--- src/rtl/wst_pkg.sv ---
package wst_pkg;
  localparam int unsigned STAT_W   = 8;
  localparam int unsigned BIT_ACT  = 5;
  localparam int unsigned BIT_MID  = 4;
  localparam int unsigned BIT_LATE = 0;

  // Add with clamp at lim.
  function automatic int unsigned wst_sat_add(input int unsigned a,
                                              input int unsigned b,
                                              input int unsigned lim);
    int unsigned s;
    s = a + b;
    return (s > lim) ? lim : s;
  endfunction

  // Decrement, saturating at zero.
  function automatic int unsigned wst_dec(input int unsigned a);
    return (a == 0) ? 0 : a - 1;
  endfunction
endpackage

--- src/rtl/wst_hold_flag.sv ---
module wst_hold_flag #(
  parameter int unsigned CNT_W = 8,
  parameter int unsigned HOLD  = 8
) (
  input  logic clk,
  input  logic rst_n,
  input  logic tick_i,
  input  logic wr_i,
  output logic flag_o
);
  import wst_pkg::*;
  localparam int unsigned LIM = (1 << CNT_W) - 1;

  logic [CNT_W-1:0] left_q;

  always_ff @(posedge clk or negedge rst_n) begin
    if (!rst_n)      left_q <= '0;
    else if (wr_i)   left_q <= CNT_W'(wst_sat_add(HOLD, 0, LIM));
    else if (tick_i) left_q <= CNT_W'(wst_dec(32'(left_q)));
  end

  assign flag_o = (left_q != '0);
endmodule

--- src/rtl/wst_mid_flag.sv ---
module wst_mid_flag #(
  parameter int unsigned CNT_W = 8,
  parameter int unsigned DELAY = 8,
  parameter int unsigned STEP  = 16,
  parameter int unsigned NEAR  = 8
) (
  input  logic clk,
  input  logic rst_n,
  input  logic tick_i,
  input  logic wr_i,
  output logic flag_o,
  output logic expired_o
);
  import wst_pkg::*;
  localparam int unsigned LIM = (1 << CNT_W) - 1;

  logic [CNT_W-1:0] on_q, off_q;

  assign expired_o = (off_q == '0);

  always_ff @(posedge clk or negedge rst_n) begin
    if (!rst_n) begin
      on_q  <= '0;
      off_q <= '0;
    end else if (wr_i) begin
      if (expired_o) on_q <= CNT_W'(wst_sat_add(DELAY, 0, LIM));
      off_q <= CNT_W'(wst_sat_add(32'(off_q), STEP, LIM));
    end else if (tick_i) begin
      on_q  <= CNT_W'(wst_dec(32'(on_q)));
      off_q <= CNT_W'(wst_dec(32'(off_q)));
    end
  end

  assign flag_o = !expired_o && (32'(off_q) <= NEAR) && (on_q == '0);
endmodule

--- src/rtl/wst_late_flag.sv ---
module wst_late_flag #(
  parameter int unsigned CNT_W = 8,
  parameter int unsigned DELAY = 24,
  parameter int unsigned HOLD  = 24
) (
  input  logic clk,
  input  logic rst_n,
  input  logic tick_i,
  input  logic wr_i,
  output logic flag_o,
  output logic idle_o
);
  import wst_pkg::*;
  localparam int unsigned LIM = (1 << CNT_W) - 1;

  logic [CNT_W-1:0] on_q, off_q;

  assign idle_o = (off_q == '0);

  always_ff @(posedge clk or negedge rst_n) begin
    if (!rst_n) begin
      on_q  <= '0;
      off_q <= '0;
    end else if (wr_i) begin
      if (idle_o) begin
        on_q  <= CNT_W'(wst_sat_add(DELAY, 0, LIM));
        off_q <= CNT_W'(wst_sat_add(DELAY, HOLD, LIM));
      end else begin
        off_q <= CNT_W'(wst_sat_add(32'(off_q), HOLD, LIM));
      end
    end else if (tick_i) begin
      on_q  <= CNT_W'(wst_dec(32'(on_q)));
      off_q <= CNT_W'(wst_dec(32'(off_q)));
    end
  end

  assign flag_o = !idle_o && (on_q == '0);
endmodule

--- src/rtl/wst_status_timer.sv ---
module wst_status_timer #(
  parameter int unsigned CNT_W      = 8,
  parameter int unsigned ACT_HOLD   = 8,
  parameter int unsigned MID_DELAY  = 8,
  parameter int unsigned MID_STEP   = 16,
  parameter int unsigned MID_NEAR   = 8,
  parameter int unsigned LATE_DELAY = 24,
  parameter int unsigned LATE_HOLD  = 24
) (
  input  logic       clk,
  input  logic       rst_n,
  input  logic       tick_i,
  input  logic       wr_i,
  output logic [7:0] status_o
);
  import wst_pkg::*;

  logic act_flag, mid_flag, late_flag;
  logic mid_expired, late_idle;

  wst_hold_flag #(.CNT_W(CNT_W), .HOLD(ACT_HOLD)) u_act (
    .clk(clk), .rst_n(rst_n), .tick_i(tick_i), .wr_i(wr_i), .flag_o(act_flag));

  wst_mid_flag #(.CNT_W(CNT_W), .DELAY(MID_DELAY), .STEP(MID_STEP), .NEAR(MID_NEAR)) u_mid (
    .clk(clk), .rst_n(rst_n), .tick_i(tick_i), .wr_i(wr_i),
    .flag_o(mid_flag), .expired_o(mid_expired));

  wst_late_flag #(.CNT_W(CNT_W), .DELAY(LATE_DELAY), .HOLD(LATE_HOLD)) u_late (
    .clk(clk), .rst_n(rst_n), .tick_i(tick_i), .wr_i(wr_i),
    .flag_o(late_flag), .idle_o(late_idle));

  always_comb begin
    status_o           = '0;
    status_o[3:1]      = 3'b111;
    status_o[BIT_ACT]  = act_flag;
    status_o[BIT_MID]  = mid_flag;
    status_o[BIT_LATE] = late_flag;
  end
endmodule

--- config.mk ---
export PLATFORM = sky130hd
export DESIGN_NAME = wst_status_timer
export DESIGN_NICKNAME = d
export VERILOG_FILES = /design/src/rtl/wst_pkg.sv /design/src/rtl/wst_hold_flag.sv /design/src/rtl/wst_mid_flag.sv /design/src/rtl/wst_late_flag.sv /design/src/rtl/wst_status_timer.sv
export SDC_FILE = /design/constraint.sdc
export NUM_CORES = 1
export LEC_CHECK = 0
export CAP_MARGIN = 20
export CORE_UTILIZATION = 66
export CTS_BUF_LIST = sky130_fd_sc_hd__clkbuf_16
export DETAILED_ROUTE_END_ITERATION = 10
export PLACE_DENSITY_LB_ADDON = 0.2
export RECOVER_POWER = 100
export SETUP_SLACK_MARGIN = 0.5
export SLEW_MARGIN = 25
export SYNTH_ARGS = -nofsm -noshare
export SYNTH_HDL_FRONTEND = slang
export SYNTH_SLANG_ARGS = --single-unit
--- constraint.sdc ---
create_clock -name clk -period 4.45 [get_ports clk]
set_input_delay 0.6675 -clock clk [delete_from_list [all_inputs] [get_ports clk]]
set_output_delay 0.6675 -clock clk [all_outputs]
set_load 0.005 [all_outputs]
; ---- After elaboration in Yosys (flattened, before gate mapping)
; Index checks and enable logic that the tools add are counted.
[totals]
reg_bits = 40
output_inout_bits = 8
word_cells = 51
[op_classes]
addsub = 7
magnitude_cmp = 3
eq_ne = 2
mux = 20
n_reduce_logical = 14
[ops]
columns = cell, n
row1 = $mux W8, 20
row2 = $logic_not A8 Y1, 5
row3 = $sub A8 B1 Y8 const B, 5
row4 = $add A8 B5 Y9 const B, 2
row5 = $gt A9 B8 Y1 const B, 2
row6 = $le A8 B4 Y1 const B, 1
row7 = $reduce_bool A8 Y1, 1
row8 = $ne A2 B1 Y1 const B, 2
row9 = $reduce_and A2 Y1, 2
row10 = $logic_and A1 B1 Y1, 3
row11 = $logic_not A1 Y1, 2
row12 = $reduce_bool A2 Y1, 1

; ---- Logic depth before layout (Yosys ltp)
[depth]
depth_word = 5
depth_mapped = 7
ltp_nobuf = 6

; ---- By module
; A second synthesis with hierarchy kept.
[hier_totals]
hier_cells = 325
hier_area_um2 = 2830.2
[by_module_without_submodules]
columns = module, instances, cells_each, area_per_inst_um2, seq_area_each_um2
row1 = wst_late_flag, 1, 145, 1231.2, 400.4
row2 = wst_mid_flag, 1, 125, 1091.0, 400.4
row3 = wst_hold_flag, 1, 45, 440.4, 200.2
row4 = wst_status_timer, 1, 10, 67.6, 0.0

; ---- Least setup slack after synthesis
; Ideal clock, no wire load.
[synth_path]
kind = register -> output
from = register u_late.off_q[0]
to = output port status_o[0]
t_arrival_ns = 1.482
required_time_ns = 3.783
path_slack_ns = 2.301
stages_incl_launch_ff = 7
path_cell_list = dfrtp_1 -> inv_1 -> ha_1 -> or3b_2 -> nor2_1 -> nor2_1 -> buf_4
[synth_via]
elab_chain_cells = 3
[synth_rtl]
columns = item, line
row1 = "start, declared", wst_late_flag.sv:16  ; logic [CNT_W-1:0] on_q, off_q;
row2 = "start signal, assigned", wst_late_flag.sv:27  ; off_q <= CNT_W'(wst_sat_add(DELAY, HOLD, LIM));
row3 = "start signal, assigned", wst_late_flag.sv:29  ; off_q <= CNT_W'(wst_sat_add(32'(off_q), HOLD, LIM));
row4 = "start signal, assigned", wst_late_flag.sv:33  ; off_q <= CNT_W'(wst_dec(32'(off_q)));
row5 = $logic_not A8 Y1, wst_late_flag.sv:18  ; assign idle_o = (off_q == '0);
row6 = $logic_not A1 Y1, wst_late_flag.sv:37  ; assign flag_o = !idle_o && (on_q == '0);
row7 = $logic_and A1 B1 Y1, wst_late_flag.sv:37
row8 = "end, declared", wst_status_timer.sv:14  ; output logic [7:0] status_o
; Every way passes these cells.

; ---- Worst setup path in the final report
[layout_path]
from = input port wr_i
to = register u_late.off_q[4]
[layout_via]
elab_chain_cells = 1
word_cells_on_any_way = 2
classes_between = mux (1) / reduce/logical (1)
[layout_rtl]
columns = item, line
row1 = "start, declared", wst_status_timer.sv:13  ; input logic wr_i,
row2 = $mux W8 / $reduce_bool A2 Y1 (equally long branches), -
; Parallel ways exist; a longest one is shown, timed or not.
; A chain may end at the register's enable or synchronous reset.

==> impl_metrics.env <==
export IMPL_crit_chain="dlygate4sd3_1 -> clkbuf_1 -> nor2_1 -> o31a_1 -> nor3_1 -> o21ai_0"
export IMPL_cp_top_delay_family="buffers and inverters"
export IMPL_critical_path_startpoint_type="primary input"
export IMPL_max_freq_mhz=310.3
export IMPL_most_common_layout_cells="41 x sky130_fd_sc_hd__nand2_1, 40 x sky130_fd_sc_hd__dfrtp_1, 22 x sky130_fd_sc_hd__nor2_1, 22 x sky130_fd_sc_hd__a21oi_1, 21 x sky130_fd_sc_hd__inv_1"
export IMPL_floorplan_die_area_sq_um=4537
export IMPL_total_area_of_sequential_cells_sq_um=1001
export IMPL_critical_path_peak_fanout=33
export IMPL_cts_setup_buffers=0
export IMPL_max_cap_violations=1
export IMPL_report_power_total_w=0.001711
export IMPL_clock_tree_htree_level_count=2
export IMPL_finalWirelength_mm=6.035
export IMPL_grt_pass1_vias=2098
export IMPL_p_per_area_nw_per_um2=573.4
export IMPL_area_grow_syn2layout_pct=5.859
export IMPL_grt_max_degree=41
export IMPL_floorplan_initialDensity=0.6947
export IMPL_tritoncts="built"
export IMPL_syn_std_cell_area_sq_um=2819
export IMPL_fin_skew_ps=6.334
export IMPL_critical_path_required_ps=4600
export IMPL_fin_crit_sh=0.7243
export IMPL_grt_antenna_before_repair=0
export IMPL_totalNegativeSetupSlack_ps=0
export IMPL_synth_cell_types=61
export IMPL_firstDrtPassIters=5
export IMPL_violated_checks="capacitance limit, slew limit"
export IMPL_detail_route_iter0_violations=244
export IMPL_cts_hold_buffers=0
export IMPL_rows=23
export IMPL_path_class="in -> reg"
export IMPL_synth_avg_cell_area_sq_um=8.491
export IMPL_track_usage=0.2928
export IMPL_outcome="finished with violations"
export IMPL_timing_slew_headroom=-0.1198
export IMPL_dpl_worst_slack_ps=1496
export IMPL_core_sq_um=4058
export IMPL_grt_setup_unrepaired="false"
export IMPL_p_leak_nw=1.262
export IMPL_fillers=303
export IMPL_synth_async_sr_flop_share=1.000
export IMPL_setup_ws_ps=1227
export IMPL_synth_seq_area_share=0.3551
export IMPL_design_final_nets=353
export IMPL_antennaDiodeCount=0
export IMPL_synth_top_cells_by_area="sky130_fd_sc_hd__dfrtp_1 36%, sky130_fd_sc_hd__ha_1 7.5%, sky130_fd_sc_hd__nand2_1 5.5%"
export IMPL_hold_viol=0
export IMPL_grt_overflow_total=0
export IMPL_multi_input_combinational_cell_area_sq_um=1639
export IMPL_io_pin_count=12
export IMPL_detail_route_wl_per_cell_um=15.80
export IMPL_via_count=2481
export IMPL_timing_reg2reg_worst_path_depth=6
export IMPL_postCtsResizedCells=0
export IMPL_vdd_ir_drop_max_mv=0.3780
export IMPL_clk_pin_slew_ps=60
export IMPL_postSynthCellCount=332
export IMPL_dieHeight_um=67.36
export IMPL_clock_sink_count=40
export IMPL_critical_path_max_stage_delay_ps=990
export IMPL_yosys_warnings=0
export IMPL_hold_class="in -> async"
export IMPL_critPathArrivalTime_ps=3370
export IMPL_fraction_of_final_layout_cells_with_drive_strength_greater_than_1=0.04217
export IMPL_postSynthRegisterBits=40
export IMPL_grt_first_pass_wirelength_mm=9.901
export IMPL_logic_depth_of_the_worst_setup_path_including_buffers=6
export IMPL_synth_edff_count=0
export IMPL_dpl_hpwl_mm=4.223
export IMPL_slew_viol_final=33
export IMPL_routabilityCongestion=0.8894
export IMPL_cp_slowest_cell="sky130_fd_sc_hd__clkbuf_1"
export IMPL_postRouteAntennaNets=0
export IMPL_report_final_setup_viol=0
export IMPL_die_w_um=67.36
export IMPL_drc_violations_left=0
export IMPL_worstSetupEndpointType="flip-flop"
export IMPL_post_drt_via_cell_ratio=6.495
export IMPL_cts_root_buf="sky130_fd_sc_hd__clkbuf_16"
export IMPL_worstMarginPinSlew_ps=1680
export IMPL_cts_root_to_sink_buffers=2
export IMPL_synth_area_leader_cell="sky130_fd_sc_hd__dfrtp_1"
export IMPL_fin_crit_ps=3223
export IMPL_tritoncts_buffers=5
export IMPL_critical_path_buf_inv_count=2
export IMPL_synth_top_area_share=0.3551
export IMPL_layout_cells_most_common="sky130_fd_sc_hd__nand2_1"
export IMPL_placement_io_buffers=6
export IMPL_clock_latency_reported_for_the_late_side_of_the_worst_skew_pair_ps=280
export IMPL_synth_flop_cell="sky130_fd_sc_hd__dfrtp_1"
-- layer usage --
layer / global-route usage / wire length, um / vias up
met3: 0.06588 / 288 / 8
met2: 0.4850 / 2901 / 81
met4: 0.1117 / 93 / 0
met5: 0 / 0 / -
met1: 0.3695 / 2751 / 1183
li1: - / - / 1209
-- stage by stage --
stage	instances	hold WS (ps)	util	instance area [sq um]
after global placement	374	466.2	0.7027	2851
after CTS	381	483.2	0.7367	2989
after global routing	382	334.0	0.7354	2984
after detailed placement	374	475.6	0.7027	2851
final	382	308.9	0.7354	2984
after floorplan	335	371.9	-	2830
-- power breakdown --
group / total (W) / switching [W] / internal (W)
registers: 0.000710 / 0.000218 / 0.000492
clock network: 0.000348 / 0.000145 / 0.000203
logic: 0.000653 / 0.000357 / 0.000295
-- Yosys cell counts (all sizes together) (3+ instances only) --
cell / instances
nor4: 6
ha: 17
a21o: 5
nor2: 22
nor4b: 3
nand2b: 8
nor3: 10
nor3b: 7
nand2: 41
a21oi: 22
nand3: 11
clkbuf: 7
a31oi: 9
xor2: 5
dfrtp: 40
a41oi: 3
buf: 12
o22ai: 4
o21ai: 16
and2: 3
o211ai: 5
mux2i: 6
or4: 3
inv: 21
-- final timing paths --
check	from	to	slack (ps)
max in group asynchronous	rst_n	u_mid.off_q[3]$_DFFE_PN0P_	2220
min in group clk	u_late.on_q[6]$_DFFE_PN0P_	u_late.on_q[6]$_DFFE_PN0P_	480
min reg2reg	u_late.on_q[6]$_DFFE_PN0P_	u_late.on_q[6]$_DFFE_PN0P_	480
max reg2reg	u_late.off_q[3]$_DFFE_PN0P_	u_late.off_q[0]$_DFFE_PN0P_	2170
min	rst_n	u_late.off_q[4]$_DFFE_PN0P_	310
max	wr_i	u_late.off_q[4]$_DFFE_PN0P_	1230
-- flip-flops by register name (all words and copies together), names as in the netlist --
signal / cells
u_act.left_q: 8
u_late.off_q: 8
u_late.on_q: 8
u_mid.off_q: 8
u_mid.on_q: 8
-- logic make-up (layout without fill, tap and decap cells) --
logic type | after synthesis | after routing | share of synthesized area
XOR/XNOR | 5 | 5 | 0.01553
AND/OR/NAND/NOR | 127 | 127 | 0.2313
adder cells (fa/ha/maj) | 17 | 17 | 0.07545
flip-flops | 40 | 40 | 0.3551
AO/OA/AOI/OAI | 94 | 94 | 0.2273
multiplexers | 7 | 7 | 0.02530
other | 2 | 5 | 0.002664
buffers and inverters | 40 | 37 | 0.06747
-- area by class of cell --
type,count,area share
Timing Repair Buffer,9,0.02180
Multi-Input combinational cell,255,0.5493
Inverter,21,0.02642
Tap cell,50,0.02096
Clock inverter,2,0.004193
Clock buffer,5,0.04193
Sequential cell,40,0.3354
(Power assumes the default switching activity.)
